[config.mk]
export PLATFORM = sky130hd
export DESIGN_NAME = frx_dma_buffer
export DESIGN_NICKNAME = d
export VERILOG_FILES = /design/src/rtl/frx_pkg.sv /design/src/rtl/frx_packer.sv /design/src/rtl/frx_rdbuf.sv /design/src/rtl/frx_flags.sv /design/src/rtl/frx_dma_buffer.sv
export SDC_FILE = /design/constraint.sdc
export NUM_CORES = 1
export LEC_CHECK = 0
export BUFFER_PORTS_ARGS = -buffer_cell sky130_fd_sc_hd__buf_2
export CAP_MARGIN = 20
export CORE_MARGIN = 2
export CORE_UTILIZATION = 25
export CTS_CLUSTER_SIZE = 10
export DETAILED_ROUTE_END_ITERATION = 7
export GPL_TIMING_DRIVEN = 0
export PLACE_DENSITY_LB_ADDON = 0.08
export SLEW_MARGIN = 10
export SYNTH_ARGS = -nofsm -noshare
export SYNTH_HDL_FRONTEND = slang
export SYNTH_SLANG_ARGS = --single-unit
[constraint.sdc]
create_clock -name clk -period 4.28 [get_ports clk]
set_clock_uncertainty 0.05 [all_clocks]
set_input_delay 0.428 -clock clk [delete_from_list [all_inputs] [get_ports clk]]
set_output_delay 0.428 -clock clk [all_outputs]
set_load 0.02 [all_outputs]
[src/rtl/frx_pkg.sv]
package frx_pkg;
   localparam int unsigned REG_AW = 5;

   localparam logic [REG_AW-1:0] OFF_CTRL  = 5'h00;
   localparam logic [REG_AW-1:0] OFF_STAT  = 5'h04;
   localparam logic [REG_AW-1:0] OFF_CLR   = 5'h08;
   localparam logic [REG_AW-1:0] OFF_IEN   = 5'h0C;
   localparam logic [REG_AW-1:0] OFF_RDATA = 5'h10;
   localparam logic [REG_AW-1:0] OFF_FLEN  = 5'h14;

   localparam int unsigned CTRL_DMA_EN  = 0;
   localparam int unsigned CTRL_ALT_RX  = 1;
   localparam int unsigned STAT_READY   = 0;
   localparam int unsigned STAT_FULL    = 1;
   localparam int unsigned STAT_OVR     = 2;

   typedef struct packed {
      logic ovr;
      logic full;
      logic ready;
   } frx_stat_t;
endpackage

[src/rtl/frx_packer.sv]
module frx_packer #(
   parameter int unsigned WORD_W    = 32,
   parameter int unsigned MAX_BYTES = 32,
   localparam int unsigned LANES  = WORD_W / 8,
   localparam int unsigned LANE_W = $clog2(LANES),
   localparam int unsigned CNT_W  = $clog2(MAX_BYTES + 1)
) (
   input  logic              clk,
   input  logic              rst_n,
   input  logic [7:0]        byte_i,
   input  logic              valid_i,
   input  logic              eof_i,
   input  logic              err_i,
   output logic              push_o,
   output logic [WORD_W-1:0] word_o,
   output logic              done_o,
   output logic [CNT_W-1:0]  len_o,
   output logic              ovf_o
);
   generate
      if (WORD_W % 8 != 0 || LANES < 2) begin : g_bad_width
         $error("frx_packer: WORD_W must be a multiple of 8 and at least 16");
      end
      if (MAX_BYTES % LANES != 0 || MAX_BYTES == 0) begin : g_bad_max
         $error("frx_packer: MAX_BYTES must be a nonzero multiple of the lane count");
      end
   endgenerate

   logic [LANE_W-1:0] lane_q;
   logic [CNT_W-1:0]  cnt_q;
   logic [WORD_W-1:0] acc_q;
   logic [WORD_W-1:0] merged;
   logic              byte_ok, last_lane, full_push, has_bytes;

   assign byte_ok   = valid_i && (cnt_q < CNT_W'(MAX_BYTES));
   assign last_lane = (lane_q == LANE_W'(LANES - 1));
   assign full_push = byte_ok && last_lane;
   assign has_bytes = byte_ok || (lane_q != '0);

   for (genvar l = 0; l < LANES; l++) begin : g_lane
      assign merged[l*8 +: 8] = (byte_ok && lane_q == LANE_W'(l)) ? byte_i : acc_q[l*8 +: 8];
   end

   assign push_o = !err_i && (full_push || (eof_i && has_bytes));
   assign word_o = merged;
   assign done_o = eof_i && !err_i;
   assign len_o  = cnt_q + CNT_W'(byte_ok);
   assign ovf_o  = valid_i && !byte_ok && !err_i;

   always_ff @(posedge clk or negedge rst_n) begin
      if (!rst_n) begin
         lane_q <= '0;
         cnt_q  <= '0;
         acc_q  <= '0;
      end else if (err_i || eof_i) begin
         lane_q <= '0;
         cnt_q  <= '0;
         acc_q  <= '0;
      end else if (byte_ok) begin
         cnt_q <= cnt_q + 1'b1;
         if (last_lane) begin
            lane_q <= '0;
            acc_q  <= '0;
         end else begin
            lane_q <= lane_q + 1'b1;
            acc_q  <= merged;
         end
      end
   end

   // the frame byte counter never passes the frame limit
   a_r9_count_limit: assert property (@(posedge clk) disable iff (!rst_n)
      cnt_q <= CNT_W'(MAX_BYTES));

   // an error strobe leaves the assembler empty
   a_r11_err_flush: assert property (@(posedge clk) disable iff (!rst_n)
      err_i |=> (cnt_q == '0 && lane_q == '0 && acc_q == '0));
endmodule

[src/rtl/frx_rdbuf.sv]
module frx_rdbuf #(
   parameter int unsigned WORD_W = 32
) (
   input  logic              clk,
   input  logic              rst_n,
   input  logic              push_i,
   input  logic [WORD_W-1:0] word_i,
   input  logic              pop_i,
   output logic              ready_o,
   output logic [WORD_W-1:0] data_o,
   output logic              lost_o
);
   logic              ready_q;
   logic [WORD_W-1:0] data_q;

   assign ready_o = ready_q;
   assign data_o  = data_q;
   assign lost_o  = push_i && ready_q && !pop_i;

   always_ff @(posedge clk or negedge rst_n) begin
      if (!rst_n) begin
         ready_q <= 1'b0;
         data_q  <= '0;
      end else if (push_i && (!ready_q || pop_i)) begin
         ready_q <= 1'b1;
         data_q  <= word_i;
      end else if (pop_i) begin
         ready_q <= 1'b0;
      end
   end

   // a read with no arriving word empties the register
   a_r4_read_clears: assert property (@(posedge clk) disable iff (!rst_n)
      (pop_i && !push_i) |=> !ready_q);

   // a refused word does not disturb the held one
   a_r12_keep_held: assert property (@(posedge clk) disable iff (!rst_n)
      (push_i && ready_q && !pop_i) |=> (ready_q && $stable(data_q)));
endmodule

[src/rtl/frx_flags.sv]
module frx_flags #(
   parameter int unsigned CNT_W = 6
) (
   input  logic             clk,
   input  logic             rst_n,
   input  logic             done_i,
   input  logic [CNT_W-1:0] len_i,
   input  logic             ovr_evt_i,
   input  logic             clr_full_i,
   input  logic             clr_ovr_i,
   input  logic             ien_i,
   output logic             full_o,
   output logic             ovr_o,
   output logic [CNT_W-1:0] len_o,
   output logic             irq_o
);
   logic             full_q, ovr_q;
   logic [CNT_W-1:0] len_q;

   always_ff @(posedge clk or negedge rst_n) begin
      if (!rst_n) begin
         full_q <= 1'b0;
         ovr_q  <= 1'b0;
         len_q  <= '0;
      end else begin
         if (done_i) begin
            full_q <= 1'b1;
            len_q  <= len_i;
         end else if (clr_full_i) begin
            full_q <= 1'b0;
         end
         if (ovr_evt_i)      ovr_q <= 1'b1;
         else if (clr_ovr_i) ovr_q <= 1'b0;
      end
   end

   assign full_o = full_q;
   assign ovr_o  = ovr_q;
   assign len_o  = len_q;
   assign irq_o  = full_q && ien_i;

   // end of frame always raises buffer-full
   a_r5_eof_sets_full: assert property (@(posedge clk) disable iff (!rst_n)
      done_i |=> full_q);

   // the clear bit drops buffer-full when no frame ends at the same time
   a_r7_clear_full: assert property (@(posedge clk) disable iff (!rst_n)
      (clr_full_i && !done_i) |=> !full_q);

   // the length is frozen while buffer-full is set
   a_r10_len_held: assert property (@(posedge clk) disable iff (!rst_n)
      full_q |=> $stable(len_q));
endmodule

[src/rtl/frx_dma_buffer.sv]
module frx_dma_buffer #(
   parameter int unsigned WORD_W    = 32,
   parameter int unsigned MAX_WORDS = 8,
   localparam int unsigned LANES     = WORD_W / 8,
   localparam int unsigned MAX_BYTES = MAX_WORDS * LANES,
   localparam int unsigned CNT_W     = $clog2(MAX_BYTES + 1)
) (
   input  logic                      clk,
   input  logic                      rst_n,
   input  logic [7:0]                rx_data,
   input  logic                      rx_valid,
   input  logic                      rx_eof,
   input  logic                      rx_err,
   input  logic                      bus_sel,
   input  logic                      bus_wr,
   input  logic [frx_pkg::REG_AW-1:0] bus_addr,
   input  logic [31:0]               bus_wdata,
   output logic [31:0]               bus_rdata,
   output logic                      dma_req,
   output logic                      irq
);
   import frx_pkg::*;

   generate
      if (WORD_W != 32) begin : g_bad_word
         $error("frx_dma_buffer: the register bus carries 32-bit words");
      end
      if (CNT_W > 32) begin : g_bad_cnt
         $error("frx_dma_buffer: frame length does not fit the register");
      end
   endgenerate

   logic [1:0]        ctrl_q;
   logic              ien_q;
   logic              rx_on, gate;
   logic              wr_ctrl, wr_clr, wr_ien, rd_word;
   logic              push, done, ovf, lost, drop;
   logic [WORD_W-1:0] word, held;
   logic [CNT_W-1:0]  len_now, len_reg;
   frx_stat_t         stat;

   assign rx_on = ctrl_q[CTRL_DMA_EN] && !ctrl_q[CTRL_ALT_RX];
   assign gate  = rx_on && !stat.full;
   assign drop  = rx_on && stat.full && rx_valid;

   assign wr_ctrl = bus_sel && bus_wr && (bus_addr == OFF_CTRL);
   assign wr_clr  = bus_sel && bus_wr && (bus_addr == OFF_CLR);
   assign wr_ien  = bus_sel && bus_wr && (bus_addr == OFF_IEN);
   assign rd_word = bus_sel && !bus_wr && (bus_addr == OFF_RDATA);

   always_ff @(posedge clk or negedge rst_n) begin
      if (!rst_n) begin
         ctrl_q <= '0;
         ien_q  <= 1'b0;
      end else begin
         if (wr_ctrl) ctrl_q <= bus_wdata[1:0];
         if (wr_ien)  ien_q  <= bus_wdata[STAT_FULL];
      end
   end

   frx_packer #(.WORD_W(WORD_W), .MAX_BYTES(MAX_BYTES)) i_packer (
      .clk     (clk),
      .rst_n   (rst_n),
      .byte_i  (rx_data),
      .valid_i (rx_valid && gate),
      .eof_i   (rx_eof && gate),
      .err_i   (rx_err && gate),
      .push_o  (push),
      .word_o  (word),
      .done_o  (done),
      .len_o   (len_now),
      .ovf_o   (ovf)
   );

   frx_rdbuf #(.WORD_W(WORD_W)) i_rdbuf (
      .clk     (clk),
      .rst_n   (rst_n),
      .push_i  (push),
      .word_i  (word),
      .pop_i   (rd_word),
      .ready_o (stat.ready),
      .data_o  (held),
      .lost_o  (lost)
   );

   frx_flags #(.CNT_W(CNT_W)) i_flags (
      .clk        (clk),
      .rst_n      (rst_n),
      .done_i     (done),
      .len_i      (len_now),
      .ovr_evt_i  (ovf || lost || drop),
      .clr_full_i (wr_clr && bus_wdata[STAT_FULL]),
      .clr_ovr_i  (wr_clr && bus_wdata[STAT_OVR]),
      .ien_i      (ien_q),
      .full_o     (stat.full),
      .ovr_o      (stat.ovr),
      .len_o      (len_reg),
      .irq_o      (irq)
   );

   assign dma_req = stat.ready && rx_on;

   always_comb begin
      bus_rdata = '0;
      unique case (bus_addr)
         OFF_CTRL:  bus_rdata[1:0] = ctrl_q;
         OFF_STAT:  bus_rdata[2:0] = stat;
         OFF_IEN:   bus_rdata[STAT_FULL] = ien_q;
         OFF_RDATA: bus_rdata = held;
         OFF_FLEN:  bus_rdata[CNT_W-1:0] = len_reg;
         default:   bus_rdata = '0;
      endcase
   end

   // a disabled receiver changes neither buffer-full nor the length
   a_r2_idle_when_off: assert property (@(posedge clk) disable iff (!rst_n)
      (!rx_on && !wr_clr) |=> ($stable(stat.full) && $stable(len_reg)));
endmodule

==> summary.md, run 1 <==
## Timing
• 0.865 ns — Worst-Margin Slew
• 0 ns — Total Negative Setup Slacks
• 64.1% — Period Utilization, post-route
• 1.54 ns — min setup slack post-route
• -0.00474 ns — Min Hold Slack
• 12 — Fin. Hold Viols
• 0 — count of final setup violators
• 365 MHz — Fmax achieved
• false — setup repair after global routing missed its margin
• 2.74 ns — post-route minimum period
• 41.7% — Max transition margin
• 0 — number of pins exceeding their max-slew limit in the final report

## Synth
• 48.3% — top cell type's share of synthesized area
• 39 — number of distinct library cell variants in the gate-level netlist after synthesis
• 0.00435 sq mm — post-synth design cell area
• 48.3% — proportion of synthesized chip area in sequential cells
• sky130_fd_sc_hd__dfrtp_1 — cell taking the most area after synthesis
• 425 — synthesized net count
• 84 — post-synthesis sequential element count
• 0 — synthesis warning total
• 11.8 sq um — mean instance size in the synthesized netlist
• 367 — post-synthesis instance total
• sky130_fd_sc_hd__dfrtp_1, sky130_fd_sc_hd__mux2_2, sky130_fd_sc_hd__a22o_1 — leading cell types by total area after synthesis

## Floorplan
• 25.3% — starting utilization of the core area
• 86 — Boundary Pins
• 136 microns — width of the die
• 0.0185 sq mm — die area
• 136 microns — die height
• 0.0172 sq mm — core region area
• 48 — standard-cell row count

## CTS
• 2 — buffer levels on the longest clock path
• 84 — CTS Sinks
• sky130_fd_sc_hd__clkbuf_16 — buffer cell driving the clock tree root
• built — TritonCTS clock tree
• 9 — Inserted Clock Buffers
• 0.34 ns — insertion delay to the later sink of the worst-skew pair
• 0 — hold buffer count at CTS
• 0 — cells resized by post-CTS repair
• 3 — H-Tree Level Count
• 0 — Post-CTS Repair Setup Buffers
• 0.06 ns — CTS clk-pin slew, worst paths

## Global route
• 53 — maximum number of pins on one net before global-route repair
• 17,800 microns — global-route wire length before repair
• 2.42% — met3 global-route usage
• 19.1% — Global Route met2 Usage
• 18.9% — routing usage on met1
• 13.0% — All-Layer GR Usage
• met2 — most used routing layer in global routing
• 2,979 — via count of the first global-routing pass
• 0 — initial antenna violation count
• 0 — grt ovf

## Routing
• 3,054 — routed vias
• 11,600 microns — Final Routed Wirelength
• 4 — number of detailed-route iterations in the first pass
• 17.5 microns — post-detailed-route wirelength per cell
• 0 — DRC Markers
• 0 — remaining antenna violation count after routing
• 137 — count of routing violations after the opening detailed-route iteration
• 4.60 — ratio of routed vias to standard cells

## Run status
• finished with violations — run status
• hold timing — failing checks

## Worst setup path
• register to register — Crit Path Class
• register — critical path launch point type
• nor3b_1 > and3_1 > clkbuf_1 > clkbuf_1 > mux2_2 > mux2_2 — CP cell instances
• 4.46 ns — Critical Path RT
• 1.54 ns — worst reg2reg setup slack
• 0.46 ns — Slowest Stage Delay on Critical Path
• i_rdbuf.data_o[22] — crit path to
• i_rdbuf.data_o[22] — end of the worst register-to-register path
• register — capturing element type of the critical path
• 2.92 ns — critical path data arrival time
• i_flags.full_o — critical path startpoint
• sky130_fd_sc_hd__clkbuf_1 — master of the slowest instance on the critical path
• i_flags.full_o — worst reg2reg path startpoint
• 10 — maximum fanout encountered on the critical timing path
• 6 — Worst Reg-to-Reg Cells

## Cells and area
• sky130_fd_sc_hd__dfrtp_1 — most frequent standard cell in the layout excluding fill and tap cells
• sky130_fd_sc_hd__dfrtp_1, sky130_fd_sc_hd__mux2_2, sky130_fd_sc_hd__buf_2, sky130_fd_sc_hd__a22o_1, sky130_fd_sc_hd__and2_1 — most used cells in the layout excluding fill and tap cells
• 20.5% — growth of design area from synthesis to finish
• 30.5% — end-of-flow core utilization
• 0 — count of antenna diodes in the layout
• 492 — Nets
• 33.3% — proportion of layout cells with a drive suffix above 1
• 664 — final cell count without fillers

## Worst hold path
• primary input to async pin — classification of the worst-slack hold path

## Power
• 495 mW/mm^2 — power density over the cells
• 0.765 mW — power spent charging and discharging nets
• 0.000180 V — worst vdd ir
• 1.83 mW — Cell Int Power
• 29.5% — proportion of total power due to net switching
• 25.5% — Comb power frac
• 2.38 nW — static power due to leakage
• 31.2% — power share of the clock group
• 43.3% — sequential cell fraction of total power

## Placed design
• 648 — placed insts
• 0.738 — placer congestion estimate
• 8170 microns — HPWL Detailed
• 1.51 ns — pre-CTS setup slack
• 55 — count of input and output buffers

## Run
• 0 — max-capacitance violation count

## logic make-up after synthesis
group | share of synthesized area, %
AO/OA/AOI/OAI | 13.0
XOR/XNOR | 1.21
adder cells (fa/ha/maj) | 1.73
buffers and inverters | 3.08
flip-flops | 48.3
multiplexers | 19.5
AND/OR/NAND/NOR | 13.2
## how the worst min path moves through the flow
stage	slack, ns	start	endpoint
detailed placement	0.38	rst_n	i_packer.cnt_q[4]
floorplan	0.08	rst_n	ctrl_q[0]
global placement	0.44	i_rdbuf.data_o[18]	i_rdbuf.data_o[18]
global route	0.03	rst_n	i_packer.cnt_q[3]
finish	-0.005	rst_n	i_packer.cnt_q[5]
CTS	0.007	rst_n	i_packer.cnt_q[5]
## worst max-delay path, delay by kind of cell (launching register included)
kind	cells	cell delay [ns]
buffers and inverters	2	0.81
DFF	1	0.43
muxes	2	0.65
and+or+nand+nor	2	0.70
## Yosys cell counts
| master | n |
|---|---|
| sky130_fd_sc_hd__and2_1 | 28 |
| sky130_fd_sc_hd__nor2_1 | 18 |
| sky130_fd_sc_hd__buf_6 | 3 |
| sky130_fd_sc_hd__o21a_1 | 1 |
| sky130_fd_sc_hd__xnor2_1 | 2 |
| sky130_fd_sc_hd__mux2i_1 | 7 |
| sky130_fd_sc_hd__xor2_1 | 4 |
| sky130_fd_sc_hd__a21oi_1 | 9 |
| sky130_fd_sc_hd__o21ai_0 | 2 |
| sky130_fd_sc_hd__nor4bb_1 | 1 |
| sky130_fd_sc_hd__clkbuf_1 | 14 |
| sky130_fd_sc_hd__nand2_1 | 12 |
| sky130_fd_sc_hd__or3_1 | 2 |
| sky130_fd_sc_hd__a41oi_1 | 2 |
| sky130_fd_sc_hd__a31oi_1 | 1 |
| sky130_fd_sc_hd__nand4_1 | 2 |
| sky130_fd_sc_hd__a22oi_1 | 1 |
| sky130_fd_sc_hd__nor4b_4 | 1 |
| sky130_fd_sc_hd__buf_1 | 1 |
| sky130_fd_sc_hd__inv_1 | 9 |
| sky130_fd_sc_hd__nor3b_1 | 2 |
| sky130_fd_sc_hd__a22o_1 | 47 |
| sky130_fd_sc_hd__nand2b_1 | 1 |
| sky130_fd_sc_hd__o211ai_1 | 1 |
| sky130_fd_sc_hd__dfrtp_1 | 84 |
| sky130_fd_sc_hd__a2bb2oi_1 | 1 |
| sky130_fd_sc_hd__and3b_1 | 2 |
| sky130_fd_sc_hd__o2111ai_1 | 1 |
| sky130_fd_sc_hd__a21o_1 | 1 |
| sky130_fd_sc_hd__mux2_2 | 65 |
| sky130_fd_sc_hd__nand3_1 | 6 |
| sky130_fd_sc_hd__o41ai_4 | 1 |
| sky130_fd_sc_hd__nor2b_1 | 5 |
| sky130_fd_sc_hd__and3_1 | 15 |
| sky130_fd_sc_hd__buf_2 | 2 |
| sky130_fd_sc_hd__ha_1 | 6 |
| sky130_fd_sc_hd__mux4_2 | 2 |
| sky130_fd_sc_hd__or3_4 | 1 |
| sky130_fd_sc_hd__nor3_1 | 4 |
## routing by layer
layer	up-vias	part of all wire (%)	routed length (microns)
met5	-	0	0
li1	1475	-	-
met2	57	44	5060
met3	12	3.8	441
met1	1510	51	5910
met4	0	1.6	182
## power by group through the flow
stage / Clock (mW) / Combinational, mW / Sequential, mW
3_3_place_gp: 0 / 0.660 / 1.13
5_1_grt: 0.863 / 0.739 / 1.15
3_5_place_dp: 0 / 0.671 / 1.14
6_report: 0.809 / 0.661 / 1.12
2_1_floorplan: 0 / 0.513 / 1.09
4_1_cts: 0.830 / 0.676 / 1.13
## registers in the layout, summed over array words and instances (netlist names)
register	cells
i_packer.acc_q	32
i_rdbuf.data_o	32
i_flags.len_o	6
i_packer.cnt_q	6
ctrl_q	2
i_packer.lane_q	2
i_flags.full_o	1
i_flags.ovr_o	1
i_rdbuf.ready_o	1
ien_q	1
## metrics by stage
| stage | area, sq um | hold WS [ns] | total power [mW] |
|---|---|---|---|
| finish | 5240 | -0.00474 | 2.59 |
| global route | 5240 | 0.0328 | 2.75 |
| global placement | 4900 | 0.436 | 1.79 |
| detailed placement | 4930 | 0.382 | 1.81 |
| CTS | 5240 | 0.00652 | 2.63 |
| floorplan | 4350 | 0.0824 | 1.60 |
## cell type report
| type | count | area, sq um |
|---|---|---|
| buffer | 20 | 100 |
| clock buffer | 12 | 256 |
| clock inverter | 4 | 47.5 |
| fill | 1827 | 11900 |
| inverter | 9 | 33.8 |
| multi-input combinational | 254 | 2110 |
| sequential | 84 | 2100 |
| tap | 225 | 282 |
| timing repair buffer | 56 | 305 |
Power figures use the tool's default switching activity.
==> run 2, diff against run 1 <==
- clock period: 4.28 -> 2.8 ns (I/O delays scaled with it)
==> run 2 against run 1 <==
Net effect: the run now ends clean; count of clock-buffer cells in the layout is the same; hold slack improved by 0.12 ns; final area is 0.48% higher; final cell count rose by 0.30%; die area is the same; wire length barely moved; register-to-register slack worse by 1.3 ns; critical path depth did not move; power increased by 53%; sequential share of layout area is 0.19 points lower; non-clock buffer count rose by 2; sequential power up 54%.
==> summary.md, run 2 (synthesized netlist as in run 1, its figures left out) <==
## Run status
• completed — run status

## Power
• 753 mW/mm^2 — power density over the cells, +52%
• 2.39 nW — static power due to leakage, +0.70%
• 0.000274 V — worst vdd ir, +52%
• 3.96 mW — total power consumption of the routed design, +53%

## Timing
• false — setup repair after global routing missed its margin
• 0 — number of pins exceeding their max-slew limit in the final report, unchanged
• 0 — Fin. Hold Viols, -12
• 388 MHz — Fmax achieved, +6.5%
• 92.0% — Period Utilization, post-route, +28 points
• 41.1% — Max transition margin, -0.66 points
• 0 ns — Total Negative Setup Slacks, unchanged
• 2.57 ns — post-route minimum period, -0.167 ns
• 0 — count of final setup violators, unchanged
• 0.874 ns — Worst-Margin Slew, +0.00976 ns

## Cells and area
• 494 — Nets, +0.41%
• 30.6% — end-of-flow core utilization, +0.15 points
• sky130_fd_sc_hd__dfrtp_1, sky130_fd_sc_hd__mux2_2, sky130_fd_sc_hd__buf_2, sky130_fd_sc_hd__a22o_1, sky130_fd_sc_hd__and2_1 — most used cells in the layout excluding fill and tap cells
• 666 — final cell count without fillers, +0.30%
• sky130_fd_sc_hd__dfrtp_1 — most frequent standard cell in the layout excluding fill and tap cells
• 0 — count of antenna diodes in the layout, unchanged
• 34.0% — proportion of layout cells with a drive suffix above 1, +0.76 points
• 21.1% — growth of design area from synthesis to finish
• 0.00526 sq mm — Design Area, Final, +0.48%

## Placed design
• 0.738 — placer congestion estimate, unchanged
• 8170 microns — HPWL Detailed, unchanged
• 55 — count of input and output buffers, unchanged
• 0.00493 sq mm — Placed Instance Area, unchanged
• 648 — placed insts, unchanged

## Worst setup path
• 0.43 ns — Slowest Stage Delay on Critical Path, -0.03 ns
• 2.76 ns — critical path data arrival time, -0.16 ns
• register to register — Crit Path Class
• sky130_fd_sc_hd__nor3b_1 — master of the slowest instance on the critical path
• 2.98 ns — Critical Path RT, -1.48 ns
• nor3b_1 > and3_1 > clkbuf_1 > clkbuf_2 > mux2_2 > mux2_2 — CP cell instances
• sky130_fd_sc_hd__mux2_2 — Most common cell on crit path
• register — critical path launch point type
• register — capturing element type of the critical path
• 10 — maximum fanout encountered on the critical timing path, unchanged

## Global route
• 0 — initial antenna violation count, unchanged
• 53 — maximum number of pins on one net before global-route repair, unchanged
• 17,800 microns — global-route wire length before repair, unchanged
• 13.0% — All-Layer GR Usage, unchanged
• 2,984 — via count of the first global-routing pass, +0.17%
• 0 — grt ovf, unchanged

## Floorplan
• 86 — Boundary Pins, unchanged
• 136 microns — die height, unchanged
• 136 microns — width of the die, unchanged
• 48 — standard-cell row count, unchanged
• 25.3% — starting utilization of the core area, unchanged
• 0.0172 sq mm — core region area, unchanged
• 0.0185 sq mm — die area, unchanged

## CTS
• sky130_fd_sc_hd__clkbuf_16 — buffer cell driving the clock tree root
• 84 — CTS Sinks, unchanged
• 9 — Inserted Clock Buffers, unchanged
• 2 — buffer levels on the longest clock path, unchanged
• 3 — H-Tree Level Count, unchanged
• built — TritonCTS clock tree
• 0.34 ns — insertion delay to the later sink of the worst-skew pair, about the same
• 0.06 ns — CTS clk-pin slew, worst paths, about the same

## Worst hold path
• primary input to register — classification of the worst-slack hold path

## Routing
• 4.60 — ratio of routed vias to standard cells, about the same
• 17.4 microns — post-detailed-route wirelength per cell, -0.34%
• 0 — remaining antenna violation count after routing, unchanged
• 3,065 — routed vias, +0.36%
• 0 — DRC Markers, unchanged
• 4 — number of detailed-route iterations in the first pass, unchanged
• 138 — count of routing violations after the opening detailed-route iteration, +0.73%
• 11,600 microns — Final Routed Wirelength, about the same

## Run
• 0 — max-capacitance violation count, unchanged

run 2: cell count changes in the layout (fill, tap and decap cells not counted):
cell                            delta
sky130_fd_sc_hd__dlygate4sd3_1     +1
sky130_fd_sc_hd__buf_4             +1
sky130_fd_sc_hd__nand3_2           +1
sky130_fd_sc_hd__nand3_1           -1
sky130_fd_sc_hd__clkbuf_1          -2
sky130_fd_sc_hd__clkbuf_2          +2
run 2: per-layer routing:
| metal | vias up | track usage, % | share of wire (%) | wire (microns) |
|---|---|---|---|---|
| met1 | 1515 | 18.9 | 51 | 5930 |
| met5 | - | 0 | 0 | 0 |
| met4 | 0 | 5.21 | 1.4 | 161 |
| li1 | 1484 | - | - | - |
| met3 | 11 | 2.42 | 3.9 | 450 |
| met2 | 55 | 19.1 | 44 | 5050 |
run 2: stage by stage:
stage               hold WS [ns]  worst slack (ns)
global placement           0.436            0.0145
CTS                        0.108            0.0173
finish                     0.119             0.225
detailed placement         0.234            0.0286
global route               0.108            0.0758
floorplan                -0.0656             0.693
run 2: power by group:
group | internal, mW | leakage (nW) | switching, mW
registers | 1.51 | 1.02 | 0.203
clock network | 0.738 | 0.149 | 0.496
logic | 0.547 | 1.23 | 0.468
run 2: path summary, 6_finish.rpt:
| check | startpoint | to | slack, ns | cells past startpoint |
|---|---|---|---|---|
| setup / recovery | i_flags.full_o | i_rdbuf.data_o[22] | 0.23 | 6 |
| hold reg to reg | i_rdbuf.data_o[15] | i_rdbuf.data_o[15] | 0.45 | 1 |
| max in group asynchronous | rst_n | i_packer.acc_q[0] | 1.67 | 3 |
| hold / removal | bus_wdata[0] | ctrl_q[0] | 0.12 | 2 |
| setup reg to reg | i_flags.full_o | i_rdbuf.data_o[22] | 0.23 | 6 |
| min in group asynchronous | rst_n | i_packer.cnt_q[5] | 0.39 | 2 |
run 2: layout make-up:
| class | count | area, sq um |
|---|---|---|
| multi-input cells | 254 | 2120 |
| clock buffers | 12 | 256 |
| fillers | 1823 | 11900 |
| plain buffers | 20 | 103 |
| flip-flops and latches | 84 | 2100 |
| repair buffers | 58 | 323 |
| inverters | 9 | 33.8 |
| well taps | 225 | 282 |
| clock inverters | 4 | 47.5 |
run 2: critical path: cells and delay by family, from the launching register on:
family | cells | cell delay [ns]
DFF | 1 | 0.42
and+or+nand+nor | 2 | 0.69
buffers and inverters | 2 | 0.68
muxes | 2 | 0.62
run 2: timing repair:
item                       CTS  global route
hold buffers                 1             0
hold endpoints to repair    32             0
gates resized for setup      0             5
setup endpoints to repair    0            49
setup buffers                0             1
==> run 3, diff against run 2 <==
--- a/config.mk
+++ b/config.mk
@@ -14,2 +14,3 @@
 export GPL_TIMING_DRIVEN = 0
+export HOLD_SLACK_MARGIN = 0.12
 export PLACE_DENSITY_LB_ADDON = 0.08
==> constraint.sdc (replaced) <==
create_clock -name clk -period 2.8 [get_ports clk]
set_clock_uncertainty 0.05 [all_clocks]
set_input_delay 0 -clock clk [delete_from_list [all_inputs] [get_ports clk]]
set_output_delay 0 -clock clk [all_outputs]
set_load 0.02 [all_outputs]
==> run 3 against run 2 <==
Net effect: power increased by 1.3%; first-iteration DRC count fell by 5.8%; die area unchanged; setup slack better by 0.032 ns; core utilization rose by 1.3 points.
==> summary.md, run 3 (synthesized netlist as in run 1, its figures left out) <==
## Worst setup path
• primary input — critical path launch point type
• i_flags.full_o — worst reg2reg path startpoint
• bus_addr[1] — critical path startpoint
• 2.97 ns — Critical Path RT, about the same
• dlygate4sd3_1 > buf_2 > or3_4 > o41ai_4 > dlygate4sd3_1 > o211ai_1 > dlygate4sd3_1 — CP cell instances
• sky130_fd_sc_hd__dlygate4sd3_1 — master of the slowest instance on the critical path
• 7 — Crit path depth, +1
• i_flags.ovr_o — end of the worst register-to-register path
• 4 — count of buffer and inverter cells on the critical path, +2
• primary input to register — Crit Path Class
• sky130_fd_sc_hd__dlygate4sd3_1 — Most common cell on crit path
• 6 — Worst Reg-to-Reg Cells, unchanged
• buffers and inverters — family of cells with the greatest summed delay on the critical path
• i_flags.ovr_o — crit path to
• 5 — maximum fanout encountered on the critical timing path, -5
• 0.31 ns — worst reg2reg setup slack, +0.08 ns
• 2.72 ns — critical path data arrival time, -0.04 ns
• 0.63 ns — Slowest Stage Delay on Critical Path, +0.20 ns
• register — capturing element type of the critical path

## Routing
• 17.1 microns — post-detailed-route wirelength per cell, -2.0%
• 4 — number of detailed-route iterations in the first pass, unchanged
• 11,700 microns — Final Routed Wirelength, +1.2%
• 4.58 — ratio of routed vias to standard cells, -0.58%
• 130 — count of routing violations after the opening detailed-route iteration, -5.8%
• 0 — remaining antenna violation count after routing, unchanged
• 0 — DRC Markers, unchanged
• 3,148 — routed vias, +2.7%

## Global route
• 13.2% — All-Layer GR Usage, +0.13 points
• 53 — maximum number of pins on one net before global-route repair, unchanged
• 18,000 microns — global-route wire length before repair, +1.3%
• 0 — grt ovf, unchanged
• 3,043 — via count of the first global-routing pass, +2.0%
• 0 — initial antenna violation count, unchanged

## Timing
• 0.865 ns — Worst-Margin Slew, -0.00940 ns
• 41.7% — Max transition margin, +0.63 points
• 2.54 ns — post-route minimum period, -0.0317 ns
• false — setup repair after global routing missed its margin
• 0 — number of pins exceeding their max-slew limit in the final report, unchanged
• 0 ns — Total Negative Setup Slacks, unchanged
• 0.257 ns — min setup slack post-route, +0.0317 ns
• 0.110 ns — Min Hold Slack, -0.00884 ns
• 0 — count of final setup violators, unchanged
• 0 — Fin. Hold Viols, unchanged
• 393 MHz — Fmax achieved, +1.2%
• 90.8% — Period Utilization, post-route, -1.1 points

## Floorplan
• 136 microns — die height, unchanged
• 25.3% — starting utilization of the core area, unchanged
• 86 — Boundary Pins, unchanged
• 48 — standard-cell row count, unchanged
• 136 microns — width of the die, unchanged
• 0.0185 sq mm — die area, unchanged
• 0.0172 sq mm — core region area, unchanged

## Cells and area
• 32.6% — proportion of layout cells with a drive suffix above 1, -1.4 points
• sky130_fd_sc_hd__dfrtp_1, sky130_fd_sc_hd__mux2_2, sky130_fd_sc_hd__buf_2, sky130_fd_sc_hd__a22o_1, sky130_fd_sc_hd__and2_1 — most used cells in the layout excluding fill and tap cells
• 26.2% — growth of design area from synthesis to finish
• 516 — Nets, +4.5%
• 0.00549 sq mm — Design Area, Final, +4.3%
• 0 — count of antenna diodes in the layout, unchanged
• 32.0% — end-of-flow core utilization, +1.3 points
• sky130_fd_sc_hd__dfrtp_1 — most frequent standard cell in the layout excluding fill and tap cells

## Run status
• completed — run status

## Placed design
• 0.00493 sq mm — Placed Instance Area, unchanged
• 0.738 — placer congestion estimate, unchanged
• 0.0286 ns — pre-CTS setup slack, unchanged
• 55 — count of input and output buffers, unchanged
• 8170 microns — HPWL Detailed, unchanged

## CTS
• built — TritonCTS clock tree
• 2 — buffer levels on the longest clock path, unchanged
• 3 — H-Tree Level Count, unchanged
• 0.06 ns — CTS clk-pin slew, worst paths, about the same
• 9 — Inserted Clock Buffers, unchanged
• 84 — CTS Sinks, unchanged
• 0.34 ns — insertion delay to the later sink of the worst-skew pair, about the same
• sky130_fd_sc_hd__clkbuf_16 — buffer cell driving the clock tree root

## Power
• 0.000275 V — worst vdd ir, +0.61%
• 2.49 nW — static power due to leakage, +4.1%
• 731 mW/mm^2 — power density over the cells, -2.9%

## Run
• 0 — max-capacitance violation count, unchanged

## Worst hold path
• primary input to async pin — classification of the worst-slack hold path

[run 3: cell count changes in the layout (fill, tap and decap cells not counted)]
| cell | delta |
|---|---|
| sky130_fd_sc_hd__dlygate4sd3_1 | +22 |
| sky130_fd_sc_hd__nor3b_1 | -1 |
| sky130_fd_sc_hd__nor3b_2 | +1 |
[run 3: routing by layer]
| metal | track usage (%) | routed length (microns) |
|---|---|---|
| met1 | 19.2 | 6070 |
| met2 | 19.4 | 5120 |
| met3 | 2.27 | 360 |
| met4 | 5.21 | 183 |
| met5 | 0 | 0 |
[run 3: area by class of cell]
cell class                      count  area, sq um
Buffer                             20          103
Clock buffer                       12          256
Clock inverter                      4         47.5
Fill cell                        1810        11700
Inverter                            9         33.8
Multi-Input combinational cell    254         2120
Sequential cell                    84         2100
Tap cell                          225          282
Timing Repair Buffer               80          543
[run 3: what timing repair did]
action                     in CTS  in global routing
setup endpoints to repair       0                 50
setup buffers                   0                  1
gates resized for setup         0                  6
hold buffers                   23                  0
hold endpoints to repair      113                  0
[run 3: where the power goes]
part | leakage (nW) | internal [mW] | switching (mW)
Clock | 0.149 | 0.738 | 0.498
Combinational | 1.32 | 0.586 | 0.476
Sequential | 1.02 | 1.51 | 0.205
Total | 2.49 | 2.84 | 1.18
[run 3: metrics by stage]
| step | cells | power (mW) |
|---|---|---|
| floorplan | 367 | 2.45 |
| detailed placement | 648 | 2.77 |
| CTS | 687 | 4.07 |
| global route | 688 | 4.26 |
| global placement | 647 | 2.74 |
| finish | 688 | 4.01 |
[run 3: worst min path at each step]
stage	from	end	slack [ns]	depth (start not counted)
6_report	rst_n	i_packer.cnt_q[5]	0.11	2
4_1_cts	rst_n	i_packer.cnt_q[5]	0.13	2
3_5_place_dp	rst_n	i_packer.cnt_q[4]	-0.05	1
2_1_floorplan	rst_n	ctrl_q[0]	-0.35	0
3_3_place_gp	bus_wdata[0]	ctrl_q[0]	0.19	2
5_1_grt	rx_data[0]	i_packer.acc_q[0]	0.14	3
